### config.mk
export PLATFORM = sky130hd
export DESIGN_NAME = scl_clkgen
export DESIGN_NICKNAME = d
export VERILOG_FILES = /design/src/rtl/scl_clkgen_pkg.sv /design/src/rtl/scl_clkgen_cfg.sv /design/src/rtl/scl_clkgen_prescale.sv /design/src/rtl/scl_clkgen.sv
export SDC_FILE = /design/constraint.sdc
export NUM_CORES = 1
export LEC_CHECK = 0
export ABC_AREA = 1
export BUFFER_PORTS_ARGS = -buffer_cell sky130_fd_sc_hd__buf_2
export CAP_MARGIN = 20
export CORE_ASPECT_RATIO = 0.6
export CORE_MARGIN = 3
export CORE_UTILIZATION = 45
export CTS_CLUSTER_SIZE = 8
export DETAILED_ROUTE_END_ITERATION = 7
export SLEW_MARGIN = 10
export SYNTH_ARGS = -nofsm -noshare
export SYNTH_HDL_FRONTEND = slang
export SYNTH_SLANG_ARGS = --single-unit
### constraint.sdc
create_clock -name clk -period 1.97 [get_ports clk]
set_clock_uncertainty 0.15 [all_clocks]
set_input_delay 0.2955 -clock clk [delete_from_list [all_inputs] [get_ports clk]]
set_output_delay 0.2955 -clock clk [all_outputs]
set_load 0.02 [all_outputs]
### src/rtl/scl_clkgen_pkg.sv
package scl_clkgen_pkg;

    localparam int SCGD_W = 6;
    localparam int FBS_W  = 4;
    localparam logic [FBS_W-1:0] FBS_RESET = 4'h4;

    typedef enum logic [1:0] {
        PH_IDLE  = 2'd0,
        PH_SETUP = 2'd1,
        PH_LOW   = 2'd2,
        PH_HIGH  = 2'd3
    } phase_e;

endpackage

### src/rtl/scl_clkgen_cfg.sv
module scl_clkgen_cfg
    import scl_clkgen_pkg::*;
#(
    parameter int CDF_W = 3
) (
    input  logic                     clk,
    input  logic                     rst_n,
    input  logic                     idle_i,
    input  logic                     cfg_wr_i,
    input  logic [CDF_W+SCGD_W-1:0]  cfg_i,
    input  logic                     fbs_wr_i,
    input  logic [FBS_W-1:0]         fbs_i,
    output logic [CDF_W-1:0]         cdf_o,
    output logic [SCGD_W-1:0]        scgd_o,
    output logic [FBS_W-1:0]         fbs_o
);

    typedef struct packed {
        logic [CDF_W-1:0]  cdf;
        logic [SCGD_W-1:0] scgd;
        logic [FBS_W-1:0]  fbs;
    } cfg_t;

    cfg_t cfg_d, cfg_q;

    always_comb begin
        cfg_d = cfg_q;
        if (idle_i && cfg_wr_i) begin
            cfg_d.cdf  = cfg_i[CDF_W-1:0];
            cfg_d.scgd = cfg_i[CDF_W+SCGD_W-1:CDF_W];
        end
        if (idle_i && fbs_wr_i) begin
            cfg_d.fbs = fbs_i;
        end
    end

    always_ff @(posedge clk or negedge rst_n) begin
        if (!rst_n) begin
            cfg_q <= '{cdf: '0, scgd: '0, fbs: FBS_RESET};
        end else begin
            cfg_q <= cfg_d;
        end
    end

    assign cdf_o  = cfg_q.cdf;
    assign scgd_o = cfg_q.scgd;
    assign fbs_o  = cfg_q.fbs;

    // nothing changes while a transfer is in progress
    a_r7_frozen_busy: assert property (@(posedge clk) disable iff (!rst_n)
        !idle_i |=> $stable(cfg_q));

endmodule

### src/rtl/scl_clkgen_prescale.sv
module scl_clkgen_prescale #(
    parameter int CDF_W = 3
) (
    input  logic             clk,
    input  logic             rst_n,
    input  logic             en_i,
    input  logic [CDF_W-1:0] cdf_i,
    output logic             tick_o
);

    logic [CDF_W-1:0] pre_d, pre_q;
    logic             wrap;

    always_comb begin
        wrap  = (pre_q == cdf_i);
        pre_d = pre_q;
        if (!en_i) begin
            pre_d = '0;
        end else if (wrap) begin
            pre_d = '0;
        end else begin
            pre_d = pre_q + CDF_W'(1);
        end
    end

    always_ff @(posedge clk or negedge rst_n) begin
        if (!rst_n) begin
            pre_q <= '0;
        end else begin
            pre_q <= pre_d;
        end
    end

    assign tick_o = en_i && wrap;

    // counter never passes its reload value while enabled
    a_r2_in_range: assert property (@(posedge clk) disable iff (!rst_n)
        en_i |-> (pre_q <= cdf_i));

    // with a divide above one, ticks never come back to back
    a_r2_tick_gap: assert property (@(posedge clk) disable iff (!rst_n)
        (en_i && tick_o && cdf_i != '0) |=> !tick_o);

endmodule

### src/rtl/scl_clkgen.sv
module scl_clkgen
    import scl_clkgen_pkg::*;
#(
    parameter int CDF_W   = 3,
    parameter int R_TICKS = 3
) (
    input  logic                    clk,
    input  logic                    rst_n,
    input  logic                    run_i,
    input  logic                    cfg_wr_i,
    input  logic [CDF_W+SCGD_W-1:0] cfg_i,
    input  logic                    fbs_wr_i,
    input  logic [FBS_W-1:0]        fbs_i,
    output logic                    tick_o,
    output logic                    scl_o,
    output logic                    scl_fall_o,
    output logic                    scl_rise_o,
    output logic                    setup_o
);

    localparam int HALF_MAX = 10 + 4 * ((1 << SCGD_W) - 1);
    localparam int PCNT_W   = $clog2(HALF_MAX + R_TICKS + 1);
    localparam int SCNT_W   = FBS_W + 1;

    typedef struct packed {
        phase_e            phase;
        logic [PCNT_W-1:0] pcnt;
        logic [SCNT_W-1:0] scnt;
        logic              fall;
        logic              rise;
    } st_t;

    st_t st_d, st_q;

    logic [CDF_W-1:0]  cdf;
    logic [SCGD_W-1:0] scgd;
    logic [FBS_W-1:0]  fbs;
    logic              idle;
    logic              gen_en;
    logic              tick;
    logic [PCNT_W-1:0] half;
    logic [PCNT_W-1:0] low_load;
    logic [PCNT_W-1:0] high_load;

    assign idle   = (st_q.phase == PH_IDLE);
    assign gen_en = (st_q.phase == PH_LOW) || (st_q.phase == PH_HIGH);

    scl_clkgen_cfg #(.CDF_W(CDF_W)) u_cfg (
        .clk      (clk),
        .rst_n    (rst_n),
        .idle_i   (idle),
        .cfg_wr_i (cfg_wr_i),
        .cfg_i    (cfg_i),
        .fbs_wr_i (fbs_wr_i),
        .fbs_i    (fbs_i),
        .cdf_o    (cdf),
        .scgd_o   (scgd),
        .fbs_o    (fbs)
    );

    scl_clkgen_prescale #(.CDF_W(CDF_W)) u_pre (
        .clk    (clk),
        .rst_n  (rst_n),
        .en_i   (gen_en),
        .cdf_i  (cdf),
        .tick_o (tick)
    );

    always_comb begin
        half      = PCNT_W'(10) + (PCNT_W'(scgd) << 2);
        low_load  = half - PCNT_W'(1);
        high_load = half + PCNT_W'(R_TICKS) - PCNT_W'(1);
    end

    always_comb begin
        st_d      = st_q;
        st_d.fall = 1'b0;
        st_d.rise = 1'b0;
        unique case (st_q.phase)
            PH_IDLE: begin
                st_d.phase = PH_SETUP;
                st_d.scnt  = {1'b0, fbs} + SCNT_W'(1);
            end
            PH_SETUP: begin
                if (st_q.scnt == '0) begin
                    st_d.phase = PH_LOW;
                    st_d.pcnt  = low_load;
                    st_d.fall  = 1'b1;
                end else begin
                    st_d.scnt = st_q.scnt - SCNT_W'(1);
                end
            end
            PH_LOW: begin
                if (tick) begin
                    if (st_q.pcnt == '0) begin
                        st_d.phase = PH_HIGH;
                        st_d.pcnt  = high_load;
                        st_d.rise  = 1'b1;
                    end else begin
                        st_d.pcnt = st_q.pcnt - PCNT_W'(1);
                    end
                end
            end
            PH_HIGH: begin
                if (tick) begin
                    if (st_q.pcnt == '0) begin
                        st_d.phase = PH_LOW;
                        st_d.pcnt  = low_load;
                        st_d.fall  = 1'b1;
                    end else begin
                        st_d.pcnt = st_q.pcnt - PCNT_W'(1);
                    end
                end
            end
            default: st_d.phase = PH_IDLE;
        endcase
        if (!run_i) begin
            st_d = '{phase: PH_IDLE, pcnt: '0, scnt: '0, fall: 1'b0, rise: 1'b0};
        end
    end

    always_ff @(posedge clk or negedge rst_n) begin
        if (!rst_n) begin
            st_q <= '{phase: PH_IDLE, pcnt: '0, scnt: '0, fall: 1'b0, rise: 1'b0};
        end else begin
            st_q <= st_d;
        end
    end

    assign tick_o     = tick;
    assign scl_o      = (st_q.phase != PH_LOW);
    assign scl_fall_o = st_q.fall;
    assign scl_rise_o = st_q.rise;
    assign setup_o    = (st_q.phase == PH_SETUP);

    // dropping run returns to the idle levels on the next cycle
    a_r1_idle_levels: assert property (@(posedge clk) disable iff (!rst_n)
        !run_i |=> (scl_o && !tick_o && !setup_o && !scl_fall_o && !scl_rise_o));

    // setup delay keeps SCL released and the tick silent
    a_r5_setup_quiet: assert property (@(posedge clk) disable iff (!rst_n)
        setup_o |-> (scl_o && !tick_o));

    // strobes are exclusive
    a_r4_strobe_excl: assert property (@(posedge clk) disable iff (!rst_n)
        !(scl_fall_o && scl_rise_o));

    // fall strobe only with SCL low, rise strobe only with SCL high
    a_r4_fall_level: assert property (@(posedge clk) disable iff (!rst_n)
        scl_fall_o |-> !scl_o);

    a_r4_rise_level: assert property (@(posedge clk) disable iff (!rst_n)
        scl_rise_o |-> scl_o);

    // a strobe is one cycle wide
    a_r4_fall_single: assert property (@(posedge clk) disable iff (!rst_n)
        scl_fall_o |=> !scl_fall_o);

endmodule

## Word level (Yosys, flattened, before mapping)

Index checks and enable logic that the tools add are counted.

- Register bits: 34
- Output and inout port bits: 5
- Word-level logic and storage cells: 59

- $add $sub $neg: 8
- Equality and inequality tests: 13
- Mux-type cells: 19
- Reductions and logical operators: 10

Operators by type and width:

| kind | count |
|---|---|
| 11-bit 2-to-1 mux | 3 |
| 9-bit one-hot mux with 3 select lines | 1 |
| 9-bit by 1-bit subtractor with 9-bit output, second input constant | 3 |
| 18-bit 2-to-1 mux | 1 |
| 9-bit 2-to-1 mux | 2 |
| 5-bit one-hot mux with 2 select lines | 1 |
| 4-bit by 8-bit adder with 9-bit output, first input constant | 1 |
| 9-bit by 2-bit adder with 9-bit output, second input constant | 1 |
| 9-bit logical NOT | 1 |
| 3-bit by 2-bit inequality test with 1-bit output, second input constant | 3 |
| 3-bit inequality test, second input constant | 3 |
| 2-bit one-hot mux with 4 select lines | 1 |
| 3-bit 2-to-1 mux | 2 |
| 4-bit by 1-bit adder with 5-bit output, second input constant | 1 |
| 5-bit logical NOT | 1 |
| 5-bit 2-to-1 mux | 1 |
| 5-bit AND reduction | 1 |
| 5-bit by 1-bit subtractor with 5-bit output, second input constant | 1 |
| 2-bit equality test, second input constant | 2 |
| 1-bit 2-to-1 mux | 4 |
| 2-bit 2-to-1 mux | 2 |
| 4-bit by 1-bit inequality test with 1-bit output, second input constant | 1 |
| 4-bit AND reduction | 1 |
| 3-bit by 1-bit adder with 3-bit output, second input constant | 1 |
| 9 further kinds | 11 |

## Logic depth before layout (Yosys ltp)

- Depth after elaboration: 7
- Gate-level depth with buffers: 13
- Mapped depth without buffers: 13

## Cells and area by module

A second synthesis with hierarchy kept.

- Cells, all modules: 325
- Area total of the unflattened synthesis: 2377.3 um^2

Modules (own cells, without submodules):

| module | instances | cells an instance | area each (um^2) |
|---|---|---|---|
| scl_clkgen | 1 | 242 | 1631.6 |
| scl_clkgen_cfg | 1 | 57 | 566.8 |
| scl_clkgen_prescale | 1 | 26 | 178.9 |

## Least setup slack after synthesis

No wires, ideal clock.

- Kind: reg-to-reg
- Start: register st_q[7] (netlist bit)
- End: register st_q[14] (netlist bit)
- Setup time: 0.116 ns
- Arrival: 1.432 ns
- Data required time: 1.704 ns
- Slack: 0.271 ns
- Cell stages (with the launch flop): 14
- Path buffers: 0
- Period minus slack after synthesis: 1.699 ns
- Path through: dfrtp_1 > inv_1 > ha_1 > nand2_1 > nor2_1 > nand2_2 > inv_2 > nand2_1 > nand2_2 > nand2_1 > o21ai_0 > nor2_1 > nand2_1 > nand2_1

- Cells in the longest elaborated chain, start to end: 5
- Elaborated cells on any way between the ends: 8
- Classes of those cells: 1 x add/sub; 6 x mux; 1 x reduce/logical

Ends and longest elaborated chain:

| what | line | text |
|---|---|---|
| start: declaration | scl_clkgen.sv:33 | `st_t st_d, st_q;` |
| start signal: assignment | scl_clkgen.sv:124 | `st_q <= '{phase: PH_IDLE, pcnt: '0, scnt: '0, fall: 1'b0, rise: 1'b0};` |
| start signal: assignment | scl_clkgen.sv:126 | `st_q <= st_d;` |
| 9-bit by 1-bit subtractor with 9-bit output / 9-bit logical NOT (equally long branches) | - |  |
| 9-bit 2-to-1 mux, on equally long branches | scl_clkgen.sv:106, scl_clkgen.sv:95 |  |
| 11-bit 2-to-1 mux, on equally long branches | scl_clkgen.sv:105, scl_clkgen.sv:94 |  |
| 9-bit one-hot mux with 3 select lines * | scl_clkgen.sv:79 | `unique case (st_q.phase)` |
| 18-bit 2-to-1 mux * | scl_clkgen.sv:117 | `if (!run_i) begin` |

Every way passes the cells marked *; elsewhere a longest branch is shown, timed or not. The select of a mux whose other input is x is not followed.
A chain may end at the register's enable or synchronous reset.

## Worst setup path after layout

- Start: register st_q[17] (netlist bit)
- End: output scl_o

- Cells in the longest elaborated chain, start to end: 1

Ends and longest elaborated chain:

| what | line | text |
|---|---|---|
| 2-bit inequality test | scl_clkgen.sv:131 | `assign scl_o = (st_q.phase != PH_LOW);` |
| end: declaration | scl_clkgen.sv:15 | `output logic scl_o,` |

Every way passes these cells.

==> run_results.csv <==
group,metric,value,unit
synth,synth_seq_cells,34,
timing,period_share,0.952,
global_route,first_global_vias,1793,
synth,avgSynthCellArea,7.39,um^2
critical_path,crit_type,"reg2out",
critical_path,cp-startpoint,"st_q[17]",
timing,slew_headroom,0.704,
synth,synth_most_common_cell,"nand2_1",
critical_path,r2r_slack,150,ps
final_layout,area_growth,18.4,%
synth,synthTopCellsByCount,"84 x nand2_1, 35 x inv_1, 33 x dfrtp_1, 33 x nor2_1, 23 x o21ai_0",
final_layout,diodes,0,
route,routedWlPerCell,13.1,um
cts,cts-root-buf,"clkbuf_8",
critical_path,crit_top_cell,"inv_1",
pwr,vdd.ir_drop.worst,0.776,mV
floorplanning,num_io_pins,23,
route,dr.pass1.iters,5,
critical_path,crit_buf_inv,4,
critical_path,reg2reg_to,"st_q[15]",
critical_path,worst_ep_arrival_time,1430,ps
floorplanning,rows,19,
synth,yosysTopAreaCell,"dfrtp_1",
pwr,total_leakage_power,1.35,nW
cts,cts_sinks,34,
final_layout,final_nets,365,
timing,fin_setup_tns,0,ps
pwr,intPower,2.24,mW
synth,ys_seq_area_frac,0.385,
route,drt-initial-drc-count,191,
floorplanning,dieArea,5820,um^2
timing,tightest_slew,444,ps
cts,htreeDepth,2,
timing,fmax,0.533,GHz
critical_path,worst_r2r_startpoint,"u_cfg.scgd_o[1]",
status,status,"finished clean",
synth,synth_ff_type,"dfrtp_1",
pwr,p_switching,2.20,mW
route,vias,2009,
final_layout,stdcell_area,2620,um^2
global_route,grt_start_max_net_pins,35,
pwr,switching_share,0.495,
final_layout,fin_cells,403,
cts,cts_buffers,5,
timing,final-hold-violation-count,0,
critical_path,crit_path_end_kind,"output pin",
timing,rsz0062_at_grt,"true",
cts,clkTransAtPathRegs,70,ps
critical_path,path_cells,"buf_4 > inv_1 > nor2_4 > inv_1 > buf_2",
pwr,clkPwrFrac,0.118,
synth,syn-num-nets,325,
synth,postSynthCellCount,299,
timing,finalWorstSetupSlack,94.7,ps
pwr,combPwrFrac,0.599,
final_layout,final_util,0.562,
placement,io_buffers,22,
floorplanning,core_area,4660,um^2
critical_path,rr_worst_depth,11,
cts,cts_tree,"done",
critical_path,crit_family,"buffers and inverters",
placement,dp_cells,388,
pwr,p_seq_frac,0.284,
route,via_per_inst,4.99,
critical_path,crit_path_top_delay_cell,"dfrtp_1",
run,drv_cap,0,
route,drt-total-wl,5290,um
critical_path,crit_fanout,8,
timing,setup_viol,0,
synth,synthArstFlopShare,1.00,
synth,synth_area_leaders,"dfrtp_1 37%, nand2_1 14%, inv_1 5.9%",
floorplanning,start_util,0.474,
placement,post_dp_cell_area,2420,um^2
placement,routabilityCongestion,0.925,
timing,slew_violations,0,
route,drc,0,
global_route,grt.overflow.total,0,
floorplanning,chipWidth,96.5,um
pwr,powerDensity,1700,nW/um^2
placement,dp_slack,73.2,ps
hold_path,hold_path.class,"in2reg",
critical_path,crit_end,"scl_o",
global_route,grt_first_pass_wirelength,8700,um
route,antenna_left,0,
synth,ys_types,30,
critical_path,cp.depth,5,
final_layout,drive_gt1_frac,0.232,
synth,netlist.area_leader.share,0.374,
critical_path,worstSetupStartpointType,"register",
placement,hpwlAfterDp,3990,um
floorplanning,fp.dieH,60.3,um
synth,synth.yosys.warnings,0,
global_route,track_usage,0.199,
synth,synth_area,2210,um^2
critical_path,slowest_delay,460,ps
cts,clkLatencyLatePin,290,ps
global_route,antenna_found_initial,0,
critical_path,cp_data_required_time,1520,ps
cts,cts_buffer_depth,2,
timing,fin_crit,1880,ps
synth,synth-edff-count,0,
[worst min path at each step]
stage / endpoint / slack, ps / startpoint / depth (start not counted)
2_1_floorplan: scl_fall_o / -150 / rst_n / 0
3_3_place_gp: st_q[4] / 210 / rst_n / 2
3_5_place_dp: st_q[4] / 210 / rst_n / 2
4_1_cts: u_cfg.fbs_o[2] / 80 / fbs_i[2] / 2
5_1_grt: u_cfg.fbs_o[2] / 80 / fbs_i[2] / 2
6_report: u_cfg.fbs_o[2] / 90 / fbs_i[2] / 2
[logic make-up (layout without fill, tap and decap cells)]
family                     count (synthesis)  after routing  share of synthesized area
adders and majority gates                  8              8                     0.0453
and+or+nand+nor                          154            155                      0.311
xor gates and xnor gates                   5              5                     0.0198
AOI/OAI and AO/OA                         46             46                      0.113
muxes                                      7              7                     0.0357
buffers and inverters                     45             85                     0.0894
DFF                                       34             34                      0.385
[area by class of cell]
| type | instances | area, um^2 |
|---|---|---|
| multi-input combinational | 221 | 1210 |
| tap | 63 | 78.8 |
| sequential | 34 | 853 |
| timing repair buffer | 37 | 233 |
| clock buffer | 5 | 68.8 |
| fill | 472 | 2040 |
| clock inverter | 3 | 21.3 |
| inverter | 40 | 154 |
[state kept, by name, indices dropped and copies added, names as in the netlist]
| signal | count |
|---|---|
| st_q | 16 |
| u_cfg.fbs_o | 4 |
| u_cfg.cdf_o | 3 |
| scl_rise_o | 1 |
| u_cfg.scgd_o | 6 |
| u_pre.pre_q | 3 |
| scl_fall_o | 1 |
[routing by layer]
| layer | global-route usage | routed length (um) |
|---|---|---|
| met1 | 0.333 | 3060 |
| met5 | 0 | 0 |
| met2 | 0.251 | 1920 |
| met3 | 0.0453 | 290 |
| met4 | 0.0379 | 12 |
[per-stage QoR]
stage / total power, mW / hold WS [ps]
after global routing: 4.89 / 84.1
final: 4.44 / 89.3
after detailed placement: 3.68 / 209
after floorplan: 3.02 / -150
after CTS: 4.23 / 82.4
after global placement: 3.66 / 206
[cells in the final DEF (no fill, tap or decap), types with 3 or more instances in the layout]
cell / synthesis / final
nand2_1: 84 / 84
inv_1: 35 / 34
dfrtp_1: 33 / 32
nor2_1: 33 / 28
buf_2: 1 / 22
o21ai_0: 23 / 20
nand3_1: 21 / 19
a21oi_1: 13 / 13
buf_4: 0 / 13
o21ai_1: 4 / 7
mux2_2: 7 / 7
ha_1: 8 / 7
nand4_1: 6 / 6
clkbuf_8: 0 / 5
inv_2: 4 / 4
nor2_2: 0 / 4
nand2_4: 4 / 4
nand3_2: 0 / 3
[timing repair]
action	CTS	global route
pin swaps	0	2
hold endpoints to repair	33	0
buffers inserted	0	5
hold buffers	1	0
gates cloned	0	1
endpoints found under the setup margin	1	9
resized for setup	1	17
[worst reg2reg max path, cell delays in order, from the launching register on]
cell and delay [ps]:
dfrtp_2 420, inv_1 100, ha_1 360, nor2_2 170, nand2_1 80, nor2_1 90
nand2_1 50, nand2_1 50, nand2_1 40, nand2_1 50, nand3_1 120, nand2_1 80
[power groups by stage]
stage	clock (mW)	sequential, mW	combinational [mW]
after floorplan	0	1.17	1.84
after global placement	0	1.24	2.42
after detailed placement	0	1.25	2.43
after CTS	0.533	1.25	2.45
after global routing	0.562	1.30	3.02
final	0.522	1.26	2.66
(Power assumes the default switching activity.)
